$ cat src/rtl/regstream_pkg.sv
package regstream_pkg;
  parameter int unsigned IDX_W  = 8;
  parameter int unsigned ADDR_W = 16;

  typedef logic [IDX_W-1:0]  idx_t;
  typedef logic [ADDR_W-1:0] addr_t;

  // Top index bit picks the bank; remaining bits give a word offset.
  function automatic addr_t idx_to_addr(input idx_t idx, input addr_t bank0,
                                        input addr_t bank1);
    addr_t off;
    off = addr_t'(idx[IDX_W-2:0]) << 2;
    return (idx[IDX_W-1] ? bank1 : bank0) + off;
  endfunction
endpackage

$ cat src/rtl/rsu_framer.sv
module rsu_framer #(
  parameter int unsigned LANES  = 4,
  parameter int unsigned DATA_W = 32,
  localparam int unsigned SLOT_W = $clog2(LANES + 1),
  localparam int unsigned LANE_W = (LANES > 1) ? $clog2(LANES) : 1
) (
  input  logic              clk,
  input  logic              rst,
  input  logic              accept,
  input  logic [DATA_W-1:0] in_data,
  output logic [DATA_W-1:0] header,
  output logic              is_hdr,
  output logic [LANE_W-1:0] lane,
  output logic              last
);
  localparam logic [SLOT_W-1:0] LAST_SLOT = SLOT_W'(LANES);

  logic [SLOT_W-1:0] slot;
  logic [SLOT_W-1:0] slot_m1;

  always_ff @(posedge clk) begin
    if (rst) begin
      slot   <= '0;
      header <= '0;
    end else if (accept) begin
      if (slot == '0) header <= in_data;
      slot <= (slot == LAST_SLOT) ? '0 : slot + SLOT_W'(1);
    end
  end

  assign slot_m1 = slot - SLOT_W'(1);
  assign is_hdr  = (slot == '0);
  assign lane    = slot_m1[LANE_W-1:0];
  assign last    = (slot == LAST_SLOT);
endmodule

$ cat src/rtl/rsu_lane_decode.sv
module rsu_lane_decode
  import regstream_pkg::*;
#(
  parameter int unsigned LANES      = 4,
  parameter int unsigned DATA_W     = 32,
  parameter logic [ADDR_W-1:0] BANK0_BASE = 16'h1C00,
  parameter logic [ADDR_W-1:0] BANK1_BASE = 16'h2C00,
  localparam int unsigned LANE_W = (LANES > 1) ? $clog2(LANES) : 1
) (
  input  logic [DATA_W-1:0] header,
  input  logic [LANE_W-1:0] lane,
  output addr_t             addr
);
  addr_t lane_addr [LANES];

  for (genvar l = 0; l < LANES; l++) begin : g_lane
    assign lane_addr[l] = idx_to_addr(header[l*IDX_W +: IDX_W], BANK0_BASE, BANK1_BASE);
  end

  assign addr = lane_addr[lane];
endmodule

$ cat src/rtl/rsu_write_stage.sv
module rsu_write_stage
  import regstream_pkg::*;
#(
  parameter int unsigned DATA_W = 32
) (
  input  logic              clk,
  input  logic              rst,
  input  logic              load,
  input  addr_t             load_addr,
  input  logic [DATA_W-1:0] load_data,
  input  logic              load_last,
  input  logic              wr_stall,
  output logic              hold,
  output logic              wr_en,
  output addr_t             wr_addr,
  output logic [DATA_W-1:0] wr_data,
  output logic              pkt_done
);
  logic last_q;

  assign hold = wr_en && wr_stall;

  always_ff @(posedge clk) begin
    if (rst) begin
      wr_en    <= 1'b0;
      wr_addr  <= '0;
      wr_data  <= '0;
      last_q   <= 1'b0;
      pkt_done <= 1'b0;
    end else begin
      pkt_done <= wr_en && !wr_stall && last_q;
      if (!hold) begin
        wr_en <= load;
        if (load) begin
          wr_addr <= load_addr;
          wr_data <= load_data;
          last_q  <= load_last;
        end else begin
          last_q  <= 1'b0;
        end
      end
    end
  end
endmodule

$ cat src/rtl/regstream_unpacker.sv
module regstream_unpacker
  import regstream_pkg::*;
#(
  parameter int unsigned LANES      = 4,
  parameter logic [ADDR_W-1:0] BANK0_BASE = 16'h1C00,
  parameter logic [ADDR_W-1:0] BANK1_BASE = 16'h2C00,
  localparam int unsigned DATA_W = LANES * IDX_W,
  localparam int unsigned LANE_W = (LANES > 1) ? $clog2(LANES) : 1
) (
  input  logic              clk,
  input  logic              rst,
  input  logic              in_valid,
  input  logic [DATA_W-1:0] in_data,
  output logic              in_ready,
  input  logic              wr_stall,
  output logic              wr_en,
  output logic [ADDR_W-1:0] wr_addr,
  output logic [DATA_W-1:0] wr_data,
  output logic              pkt_done
);
  // Named internal events, visible to the bound checker.
  logic              accept;
  logic              hdr_accept;
  logic              data_accept;
  logic              hold;
  logic [DATA_W-1:0] header;
  logic              is_hdr;
  logic              last;
  logic [LANE_W-1:0] lane;
  addr_t             lane_addr;

  assign in_ready    = !hold;
  assign accept      = in_valid && in_ready;
  assign hdr_accept  = accept && is_hdr;
  assign data_accept = accept && !is_hdr;

  rsu_framer #(.LANES(LANES), .DATA_W(DATA_W)) u_framer (
    .clk    (clk),
    .rst    (rst),
    .accept (accept),
    .in_data(in_data),
    .header (header),
    .is_hdr (is_hdr),
    .lane   (lane),
    .last   (last)
  );

  rsu_lane_decode #(
    .LANES(LANES), .DATA_W(DATA_W),
    .BANK0_BASE(BANK0_BASE), .BANK1_BASE(BANK1_BASE)
  ) u_decode (
    .header(header),
    .lane  (lane),
    .addr  (lane_addr)
  );

  rsu_write_stage #(.DATA_W(DATA_W)) u_wr (
    .clk      (clk),
    .rst      (rst),
    .load     (data_accept),
    .load_addr(lane_addr),
    .load_data(in_data),
    .load_last(last),
    .wr_stall (wr_stall),
    .hold     (hold),
    .wr_en    (wr_en),
    .wr_addr  (wr_addr),
    .wr_data  (wr_data),
    .pkt_done (pkt_done)
  );
endmodule

$ cat config.mk
export PLATFORM = sky130hd
export DESIGN_NAME = regstream_unpacker
export DESIGN_NICKNAME = d
export VERILOG_FILES = /design/src/rtl/regstream_pkg.sv /design/src/rtl/rsu_framer.sv /design/src/rtl/rsu_lane_decode.sv /design/src/rtl/rsu_write_stage.sv /design/src/rtl/regstream_unpacker.sv
export SDC_FILE = /design/constraint.sdc
export NUM_CORES = 1
export LEC_CHECK = 0
export BUFFER_PORTS_ARGS = -buffer_cell sky130_fd_sc_hd__buf_2
export CORE_UTILIZATION = 50
export CTS_CLUSTER_SIZE = 12
export DETAILED_ROUTE_END_ITERATION = 10
export PLACE_DENSITY = 0.76
export SYNTH_ARGS = -nofsm -noshare
export SYNTH_HDL_FRONTEND = slang
export SYNTH_SLANG_ARGS = --single-unit
$ cat constraint.sdc
create_clock -name clk -period 5.05 [get_ports clk]
set_input_delay 1.01 -clock clk [delete_from_list [all_inputs] [get_ports clk]]
set_output_delay 1.01 -clock clk [all_outputs]
set_load 0.01 [all_outputs]
* Word level (Yosys, flattened, before mapping) *
Cells that the tools add are included.

storage, ports and cells
  bits in registers = 86
  bits of input ports = 36
  output and inout bits = 51
  logic and storage cells = 37

cells by class
  $add $sub $neg = 6
  magnitude comparators = 1
  equal/unequal tests = 1
  muxes and demuxes = 9
  bitwise gates (word level) = 2
  reduce and logical (&&, ||, !) cells = 11

operator list
  kind                                                                count
  16-bit by 9-bit adder with 16-bit output                            4
  14-bit two-way mux                                                  4
  16-bit binary-select mux with 2-bit select                          1
  16-bit two-way mux                                                  2
  1-bit logical AND                                                   5
  2-bit AND reduction                                                 2
  3-bit by 1-bit adder with 3-bit output, second input constant       1
  3-bit == test, second input constant                                1
  3-bit >= comparator, second input constant                          1
  1-bit zero test                                                     3
  3-bit zero test                                                     1
  3-bit two-way mux                                                   1
  2-bit inverter with 3-bit output                                    1
  2-bit by 1-bit subtractor with 2-bit output, second input constant  1
  1-bit two-way mux                                                   1
  1-bit inverter                                                      1

* Logic depth before layout (Yosys ltp) *
Gate-level depths: netlist (run 1).

  word-level depth = 5
  gate-level depth with buffers = 8
  depth with buffers taken out = 5

* Modules after synthesis *
From an unflattened synthesis (run 1), not the netlist that was laid out.

unflattened totals
  cells, all modules = 403
  area total of the unflattened synthesis = 3378.2 sq um

by module, submodules not included
  module              instances  cells each  area an instance (sq um)
  rsu_write_stage     1          221         1780.5
  rsu_framer          1          159         1290.0
  rsu_lane_decode     1          20          285.3
  regstream_unpacker  1          3           22.5

* Worst setup path before layout (run 1) *
OpenSTA, ideal clock, no wires.

  kind = input -> output
  start point = input port wr_stall
  end point = output port in_ready
  arrival = 1.564 ns
  path slack = 2.476 ns
  stages on the path = 4
  buffers on the path = 2
  cell sequence = and2_1 -> buf_2 -> inv_2 -> buf_2

between the ends
  cells in the longest elaborated chain, start to end = 2

ends and longest elaborated chain
  item               line                      text
  from (decl)        regstream_unpacker.sv:15  input logic wr_stall,
  1-bit logical AND  rsu_write_stage.sv:21     assign hold = wr_en && wr_stall;
  1-bit zero test    -
  to (decl)          regstream_unpacker.sv:14  output logic in_ready,

Every way passes these cells.

* Final worst setup path (run 1) *
Ends and elaborated chain as after synthesis.

==> results.py, run 1 <==
metrics = {
    "global_route": {
        "grt_pass1_wl_mm": 13.7,
        "grt_pass1_vias": 2737,
        "antenna_found_initial": 0,
        "grt_max_degree": 81,
        "grt_util_all_layers_pct": 24.4,
        "gr-total-overflow": 0,
    },
    "clocking": {
        "clock_sinks": 80,
        "path_clk_slew_ps": 80,
        "root_buffer": "clkbuf_8",
        "cts_resized": 0,
        "hold_buffers": 0,
        "clk_path_buf_depth": 2,
        "cts_tree": "yes",
        "htree_levels": 3,
        "clk_latency_ps": 360,
        "cts_buffers": 9,
        "cts_setup_buffers": 0,
    },
    "logic_synthesis": {
        "seq_area_frac_synth_pct": 47.9,
        "syn_area_sq_um": 3340,
        "synthCells": 387,
        "ys_warn_count": 0,
        "synth_cell_types": 27,
        "synth-seq-cells": 80,
        "syn-mean-instance-area_sq_um": 8.64,
    },
    "job": {
        "maxCapViolCount": 0,
    },
    "die": {
        "core_region_area_sq_um": 6390,
        "die_y_um": 83.8,
        "initial_utilization_pct": 52.4,
        "die-area_sq_um": 7020,
        "die_w_um": 83.8,
        "placementRows": 29,
        "pin_count": 87,
    },
    "sta": {
        "final-setup-viol-count": 0,
        "final.period_utilization_pct": 74.5,
        "finalHoldViolCount": 0,
        "final.setup.tns_ps": 0,
        "slew_viol_final": 0,
        "slew_headroom_pct": 19.9,
        "rsz0062_at_grt": "false",
        "fmax_mhz": 266,
        "worst_pin_slew_ps": 1200,
        "period_needed_ps": 3760,
        "clock_skew_ps": 8.46,
    },
    "finish": {
        "final_nets": 475,
        "layout.cells.most_common": "buf_2",
        "syn_to_final_growth_pct": 17.5,
        "diodes": 0,
        "layout_common_cells": "buf_2 (81), a21oi_1 (80), dfxtp_1 (80), o21ai_0 (73), nand3_1 (72)",
        "drive_above_1_share_pct": 23.5,
    },
    "placed_design": {
        "dp_hpwl_mm": 5.06,
        "place.gp.congestion": 0.776,
        "portBuffers": 81,
    },
    "worst_setup_path": {
        "cp_cell_sequence": "buf_2 > and2_1 > inv_2 > buf_2",
        "crit_arrival_ps": 2750,
        "path_common_cell": "buf_2",
        "cp-end-kind": "output port",
        "worstPathMaxFanout": 35,
        "cp_slowest_cell": "and2_1",
        "worst_setup_path_start_kind": "input port",
        "worstPathRequired_ps": 4040,
        "cpPeakStageDelay_ps": 800,
        "path_class": "input port to output port",
    },
    "route": {
        "drt_pass1_iterations": 4,
        "routed_via_density": 5.92,
        "ant_nets": 0,
        "routedWlPerCell_um": 16.0,
        "drc": 0,
        "vias": 3070,
        "routed_wl_mm": 8.32,
        "drt_first_iter_violations": 289,
    },
    "hold_path": {
        "holdCritPathClass": "flop to flop",
    },
    "pwr": {
        "report.power.total_mw": 1.56,
        "leakage_nw": 1.58,
        "ir_drop_uv": 291,
        "powerDensity_nw_per_um2": 398,
    },
    "status": {
        "status": "finished clean",
    },
}
==> final cells by class <==
type | count | area, sq um
fillers | 592 | 2460
flip-flops and latches | 80 | 1600
multi-input cells | 260 | 1510
repair buffers | 83 | 420
clock inverters | 7 | 166
clock buffers | 9 | 124
well taps | 77 | 96.3
inverters | 3 | 11.3
==> Yosys cell counts, drive strengths merged <==
library cell	instances	area [sq um]
a21oi	80	400
dfxtp	80	1600
o21ai	73	365
nand3	72	360
buf	26	151
clkbuf	22	86.3
mux4	8	206
nand2	6	22.5
inv	3	11.3
nor2	3	11.3
ha	2	25.0
nand3b	2	15.0
a21bo	1	10.0
a21boi	1	18.8
a311oi	1	15.0
and2	1	6.26
and2b	1	7.51
and3b	1	8.76
conb	1	3.75
nand2b	1	6.26
nand4	1	6.26
nor3	1	5.00
==> kinds of logic after synthesis <==
logic type,share of synthesized area [%]
AOI/OAI and AO/OA,24.2
adders and majority gates,0.748
buffers and inverters,7.44
muxes,6.17
DFF,47.9
and+or+nand+nor,13.4
other,0.112
==> registers in the layout, summed over array words and instances, names as in the netlist <==
register / flops
u_framer.header: 32
u_framer.slot: 3
u_wr.last_q: 1
u_wr.pkt_done: 1
u_wr.wr_addr: 10
u_wr.wr_data: 32
u_wr.wr_en: 1
==> power breakdown <==
part / internal (mW) / total [mW] / switching (mW)
registers: 0.668 / 0.690 / 0.0216
logic: 0.0722 / 0.202 / 0.130
clock network: 0.430 / 0.672 / 0.242
==> worst max-delay path: cells and delay by family <==
family	cells	cell delay [ps]
buffers and inverters	3	930
and+or+nand+nor	1	800
==> worst paths after layout <==
path,start,end,slack [ps],cells after the start
worst max-delay path,wr_stall,in_ready,1290,4
worst min register to register,u_wr.last_q,u_wr.pkt_done,450,2
worst max register to register,u_framer.slot[0],u_framer.header[24],2720,5
worst min-delay path,u_wr.last_q,u_wr.pkt_done,450,2
==> stage by stage <==
stage	cells	hold WS [ps]	utilization, %	area (sq um)	setup WS (ps)
2_1_floorplan	391	424	-	3360	2480
3_3_place_gp	503	432	57.0	3640	1300
3_5_place_dp	503	433	57.0	3640	1310
4_1_cts	519	447	61.5	3930	1290
5_1_grt	519	474	61.5	3930	1080
6_report	519	451	61.5	3930	1290
==> metal layers <==
metal | global-route usage [%] | vias up | part of all wire, %
li1 | - | 1488 | -
met1 | 33.5 | 1460 | 45
met2 | 37.0 | 110 | 47
met3 | 5.54 | 12 | 6.2
met4 | 10.0 | 0 | 2.0
met5 | 0 | - | 0
No activity file was read; power rests on OpenSTA's default activity.
==> run 2: changes to the inputs <==
--- a/config.mk
+++ b/config.mk
@@ -6,10 +6,10 @@
 export NUM_CORES = 1
 export LEC_CHECK = 0
 export BUFFER_PORTS_ARGS = -buffer_cell sky130_fd_sc_hd__buf_2
-export CORE_UTILIZATION = 50
+export CORE_UTILIZATION = 47
 export CTS_CLUSTER_SIZE = 12
 export DETAILED_ROUTE_END_ITERATION = 10
-export PLACE_DENSITY = 0.76
+export PLACE_DENSITY = 0.75
 export SYNTH_ARGS = -nofsm -noshare
 export SYNTH_HDL_FRONTEND = slang
 export SYNTH_SLANG_ARGS = --single-unit
==> constraint.sdc (replaced) <==
create_clock -name clk -period 3.4 [get_ports clk]
set_input_delay 0.68 -clock clk [delete_from_list [all_inputs] [get_ports clk]]
set_output_delay 0.68 -clock clk [all_outputs]
set_load 0.01 [all_outputs]
==> run 2 against run 1 <==
  * Non-clock buffer count is 6 higher
  * First-iteration DRC count is 18% lower
  * Worst setup slack better by 7.6 ps
  * Design area down 0.57%
  * Clock-buffer cell count up 4
  * Routed wire length is 0.26% lower
  * Flip-flop and latch count unchanged
  * Worst hold slack better by 6.6 ps
  * Highest routed layer unchanged
  * Critical endpoint is now u_framer.header[14]
  * Largest power group unchanged
  * Global-route usage is 1.7 points lower
  * Critical path depth rose by 1
  * Sequential share of layout area rose by 0.24 points
  * Sequential power up 48%
==> results.py, run 2 (synthesis results as in run 1) <==
metrics = {
    "status": {
        "status": "finished clean",
    },
    "hold_path": {
        "hold_path_depth": 2,
        "hold_start": "u_wr.last_q",
        "holdCritPathClass": "flop to flop",
        "holdPathEnd": "u_wr.pkt_done",
    },
    "job": {
        "maxCapViolCount": 0,
    },
    "placed_design": {
        "place.gp.congestion": 0.843,
        "dp_hpwl_mm": 5.39,
        "portBuffers": 81,
    },
    "worst_setup_path": {
        "crit_arrival_ps": 2300,
        "r2r_start": "u_framer.slot[1]",
        "reg2reg_depth": 5,
        "worstPathMaxFanout": 32,
        "cp-end-kind": "flop",
        "worst_setup_path_start_kind": "flop",
        "worstPathRequired_ps": 3590,
        "reg2reg_to": "u_framer.header[14]",
        "reg2reg_setup_slack_ps": 1290,
        "path_class": "flop to flop",
    },
    "route": {
        "routedWlPerCell_um": 15.3,
        "vias": 3036,
        "routed_wl_mm": 8.30,
        "drc": 0,
        "drt_first_iter_violations": 237,
        "drt_pass1_iterations": 5,
        "ant_nets": 0,
        "routed_via_density": 5.58,
    },
    "finish": {
        "drive_above_1_share_pct": 24.1,
        "post-route-util_pct": 57.2,
        "syn_to_final_growth_pct": 16.8,
        "layout_common_cells": "buf_2 (81), a21oi_1 (80), dfxtp_1 (80), o21ai_0 (73), nand3_1 (72)",
        "layout.cells.most_common": "buf_2",
        "final_nets": 481,
        "nFillCells": 654,
        "diodes": 0,
        "reg_top3": "u_framer.header: 32 flops, u_wr.wr_data: 32 flops, u_wr.wr_addr: 10 flops",
    },
    "clocking": {
        "cts_tree": "yes",
        "cts_setup_buffers": 0,
        "hold_buffers": 0,
        "htree_levels": 3,
        "root_buffer": "clkbuf_8",
        "path_clk_slew_ps": 70,
        "clk_path_buf_depth": 2,
        "cts_resized": 0,
        "cts_buffers": 9,
        "clock_sinks": 80,
        "clk_latency_ps": 340,
    },
    "die": {
        "die_y_um": 86.4,
        "die-area_sq_um": 7460,
        "pin_count": 87,
        "initial_utilization_pct": 49.0,
        "core_region_area_sq_um": 6830,
        "placementRows": 30,
        "die_w_um": 86.4,
    },
    "sta": {
        "final.period_utilization_pct": 61.9,
        "finalHoldViolCount": 0,
        "final.setup.tns_ps": 0,
        "fmax_mhz": 475,
        "rsz0062_at_grt": "false",
        "worst_pin_slew_ps": 1100,
        "period_needed_ps": 2110,
        "final-setup-viol-count": 0,
        "slew_viol_final": 0,
        "clock_skew_ps": 3.74,
        "slew_headroom_pct": 26.7,
    },
    "global_route": {
        "grt_pass1_vias": 2656,
        "grt_util_all_layers_pct": 22.7,
        "grt_pass1_wl_mm": 13.2,
        "grt_max_degree": 81,
        "gr-total-overflow": 0,
        "antenna_found_initial": 0,
    },
    "pwr": {
        "powerDensity_nw_per_um2": 520,
        "leakage_nw": 1.57,
        "ir_drop_uv": 264,
    },
}
[run 2: changes by cell type in the layout (fill, tap and decap cells not counted), sizes merged]
cell | previous run | this run
buf | 83 | 89
bufinv | 5 | 1
clkbuf | 9 | 13
clkinv | 0 | 2
clkinvlp | 1 | 0
inv | 4 | 3
[run 2: final cells by class]
cell class / instances / area (sq um) / share of cell area [%]
timing repair buffer: 89 / 465 / 11.9
clock buffer: 13 / 159 / 4.07
inverter: 3 / 11.3 / 0.288
clock inverter: 3 / 40.0 / 1.02
multi-input combinational: 260 / 1510 / 38.6
tap: 96 / 120 / 3.07
sequential: 80 / 1600 / 41.0
[run 2: worst max-delay path by stage]
stage	startpoint	end	slack (ps)	depth (start not counted)
after global routing	u_framer.slot[1]	u_framer.header[10]	1030	5
final	u_framer.slot[1]	u_framer.header[14]	1290	5
after CTS	u_framer.slot[1]	u_framer.header[26]	1330	5
after floorplan	wr_stall	in_ready	1490	4
after global placement	in_valid	u_framer.header[15]	1220	4
after detailed placement	in_valid	u_framer.header[14]	1180	4
[run 2: worst max-delay path, stage by stage, from the launching register on]
cell      delay (ps)
dfxtp_1          330
inv_1             60
ha_1             260
nand3b_1         730
o21ai_0          470
a21oi_1          110
[run 2: per-stage QoR]
step / worst slack (ps) / total power, mW / instance area (sq um) / hold slack, ps / instances
finish: 1290 / 2.03 / 3910 / 458 / 544
global route: 1030 / 2.12 / 3910 / 481 / 544
CTS: 1330 / 2.05 / 3910 / 455 / 544
detailed placement: 1180 / 1.35 / 3710 / 444 / 528
global placement: 1220 / 1.35 / 3710 / 440 / 528
floorplan: 1490 / 1.26 / 3360 / 424 / 391
[run 2: layer usage]
layer	vias to the layer above	track usage (%)	routed length, um
met2	110	34.6	3750
met3	12	3.52	558
met1	1419	32.0	3850
met4	0	9.55	140
li1	1495	-	-
met5	-	0	0
[run 2: power by group]
group	total, mW	switching, mW	internal [mW]
clock	0.700	0.322	0.378
combinational	0.311	0.198	0.114
sequential	1.02	0.0290	0.992
total	2.03	0.549	1.48
==> run 3: changes to the inputs <==
--- a/config.mk
+++ b/config.mk
@@ -6,10 +6,10 @@
 export NUM_CORES = 1
 export LEC_CHECK = 0
 export BUFFER_PORTS_ARGS = -buffer_cell sky130_fd_sc_hd__buf_2
-export CORE_UTILIZATION = 47
+export CORE_UTILIZATION = 50
 export CTS_CLUSTER_SIZE = 12
 export DETAILED_ROUTE_END_ITERATION = 10
-export PLACE_DENSITY = 0.75
+export PLACE_DENSITY = 0.76
 export SYNTH_ARGS = -nofsm -noshare
 export SYNTH_HDL_FRONTEND = slang
 export SYNTH_SLANG_ARGS = --single-unit
==> constraint.sdc (replaced) <==
create_clock -name clk -period 1.95 [get_ports clk]
set_input_delay 0.39 -clock clk [delete_from_list [all_inputs] [get_ports clk]]
set_output_delay 0.39 -clock clk [all_outputs]
set_load 0.01 [all_outputs]
==> run 3 against run 2 <==
  * Die area fell by 5.9%
  * Sequential share of layout area decreased by 1.3 points
  * Design area increased by 3.3%
  * Fmax is 17% higher
  * Critical endpoint is now u_wr.wr_addr[12]
==> results.py, run 3 (synthesis results as in run 1) <==
metrics = {
    "status": {
        "status": "finished clean",
    },
    "sta": {
        "fmax_mhz": 555,
        "finalHoldViolCount": 0,
        "slew_viol_final": 0,
        "final.period_utilization_pct": 92.5,
        "final.setup.tns_ps": 0,
        "rsz0062_at_grt": "false",
        "period_needed_ps": 1800,
        "final-setup-viol-count": 0,
        "clock_skew_ps": 5.35,
        "whs_ps": 285,
    },
    "finish": {
        "drive_above_1_share_pct": 26.3,
        "reg_top3": "u_framer.header: 32 flops, u_wr.wr_data: 32 flops, u_wr.wr_addr: 10 flops",
        "regArea_sq_um": 1600,
        "layout_common_cells": "buf_2 (81), a21oi_1 (80), dfxtp_1 (80), o21ai_0 (73), nand3_1 (72)",
        "final_nets": 493,
        "fin_area_sq_um": 4030,
        "diodes": 0,
        "final_cells": 537,
        "nFillCells": 582,
        "layout.cells.most_common": "buf_2",
        "syn_to_final_growth_pct": 20.6,
        "multi_input_area_sq_um": 1510,
    },
    "clocking": {
        "clk_latency_ps": 350,
        "cts_buffers": 9,
        "path_clk_slew_ps": 80,
        "root_buffer": "clkbuf_8",
        "clk_path_buf_depth": 2,
        "cts_setup_buffers": 0,
        "cts_tree": "yes",
        "clock_sinks": 80,
        "htree_levels": 3,
        "hold_buffers": 0,
    },
    "route": {
        "drt_first_iter_violations": 297,
        "routedWlPerCell_um": 16.2,
        "routed_wl_mm": 8.71,
        "routed_via_density": 5.91,
        "drc": 0,
        "drt_pass1_iterations": 5,
        "ant_nets": 0,
        "vias": 3176,
    },
    "global_route": {
        "antenna_found_initial": 0,
        "gr-total-overflow": 0,
        "grt_pass1_vias": 2830,
        "grt_max_degree": 42,
        "grt_pass1_wl_mm": 14.3,
        "grt_util_all_layers_pct": 25.8,
    },
    "hold_path": {
        "holdPathEnd": "u_wr.pkt_done",
        "hold_path_depth": 2,
        "holdCritPathClass": "input port to flop",
        "hold_start": "wr_stall",
    },
    "worst_setup_path": {
        "cp_slowest_cell": "mux4_2",
        "reg2reg_setup_slack_ps": 150,
        "critPathTopFamily": "multiplexers",
        "worst_setup_path_start_kind": "flop",
        "path_class": "flop to flop",
        "worstPathRequired_ps": 2210,
        "reg2reg_depth": 4,
        "worst-path-buf-inv": 1,
        "cp_cell_sequence": "inv_1 > ha_2 > mux4_2 > a311oi_2",
        "crit_arrival_ps": 2070,
        "r2r_start": "u_framer.slot[1]",
        "reg2reg_to": "u_wr.wr_addr[12]",
        "cpPeakStageDelay_ps": 560,
        "worstPathMaxFanout": 9,
        "cp-end-kind": "flop",
    },
    "die": {
        "placementRows": 29,
        "initial_utilization_pct": 52.4,
        "die-area_sq_um": 7020,
        "core_region_area_sq_um": 6390,
        "die_w_um": 83.8,
        "die_y_um": 83.8,
        "pin_count": 87,
    },
    "placed_design": {
        "portBuffers": 81,
        "place.gp.congestion": 0.891,
        "placed_area_sq_um": 3800,
        "dp_hpwl_mm": 5.87,
        "place_inst": 521,
    },
    "pwr": {
        "leakage_nw": 1.65,
        "powerDensity_nw_per_um2": 937,
        "ir_drop_uv": 591,
    },
    "job": {
        "maxCapViolCount": 0,
    },
}
[run 3: changes by cell type in the layout (fill, tap and decap cells not counted)]
| cell | before | now |
|---|---|---|
| buf_4 | 8 | 18 |
| buf_12 | 0 | 2 |
| clkinv_2 | 2 | 0 |
| bufinv_16 | 1 | 2 |
| clkbuf_8 | 11 | 12 |
| ha_1 | 2 | 1 |
| ha_2 | 0 | 1 |
[run 3: where the power goes]
part | switching, mW | total, mW | leakage (nW) | internal, mW
sequential | 0.0555 | 1.79 | 0.653 | 1.73
combinational | 0.353 | 0.585 | 0.881 | 0.233
clock | 0.581 | 1.41 | 0.117 | 0.828
[run 3: metrics by stage]
step / power, mW / worst slack, ps / util (%)
final: 3.78 / 147 / 63.2
after global routing: 3.94 / 25.2 / 63.2
after CTS: 3.79 / 72.7 / 63.1
after detailed placement: 2.40 / 93.2 / 59.5
after global placement: 2.38 / 168 / 59.5
after floorplan: 2.19 / 104 / -
[run 3: worst reg2reg max path: cells and delay by family (launching register included)]
kind            cells  cell delay (ps)
mux                 1              560
compound gates      1              280
fa+ha+maj           1              460
flops               1              360
buf+inv             1               60
[run 3: final cells by class]
| type | instances | area share, % |
|---|---|---|
| Sequential cell | 80 | 39.7 |
| Multi-Input combinational cell | 260 | 37.5 |
| Timing Repair Buffer | 101 | 14.4 |
| Clock buffer | 14 | 4.28 |
| Tap cell | 77 | 2.39 |
| Clock inverter | 2 | 1.49 |
| Inverter | 3 | 0.279 |
[run 3: worst max path at each step]
stage                     cells past startpoint          endpoint              from
after floorplan                               6  u_wr.wr_addr[12]  u_framer.slot[0]
after global placement                        4  u_wr.wr_addr[12]  u_framer.slot[1]
after detailed placement                      4  u_wr.wr_addr[12]  u_framer.slot[1]
after CTS                                     4  u_wr.wr_addr[12]  u_framer.slot[1]
after global routing                          4  u_wr.wr_addr[12]  u_framer.slot[1]
final                                         4  u_wr.wr_addr[12]  u_framer.slot[1]
[run 3: metal layers]
| layer | part of all wire [%] | track usage, % |
|---|---|---|
| met2 | 46 | 39.1 |
| met1 | 45 | 35.0 |
| met5 | 0 | 0 |
| met4 | 2.6 | 11.6 |
| met3 | 6.1 | 5.93 |
[run 3: timing repair]
action | CTS | global route
gates resized for setup | 0 | 1
endpoints found under the setup margin | 0 | 1
endpoints found under the hold margin | 0 | 0
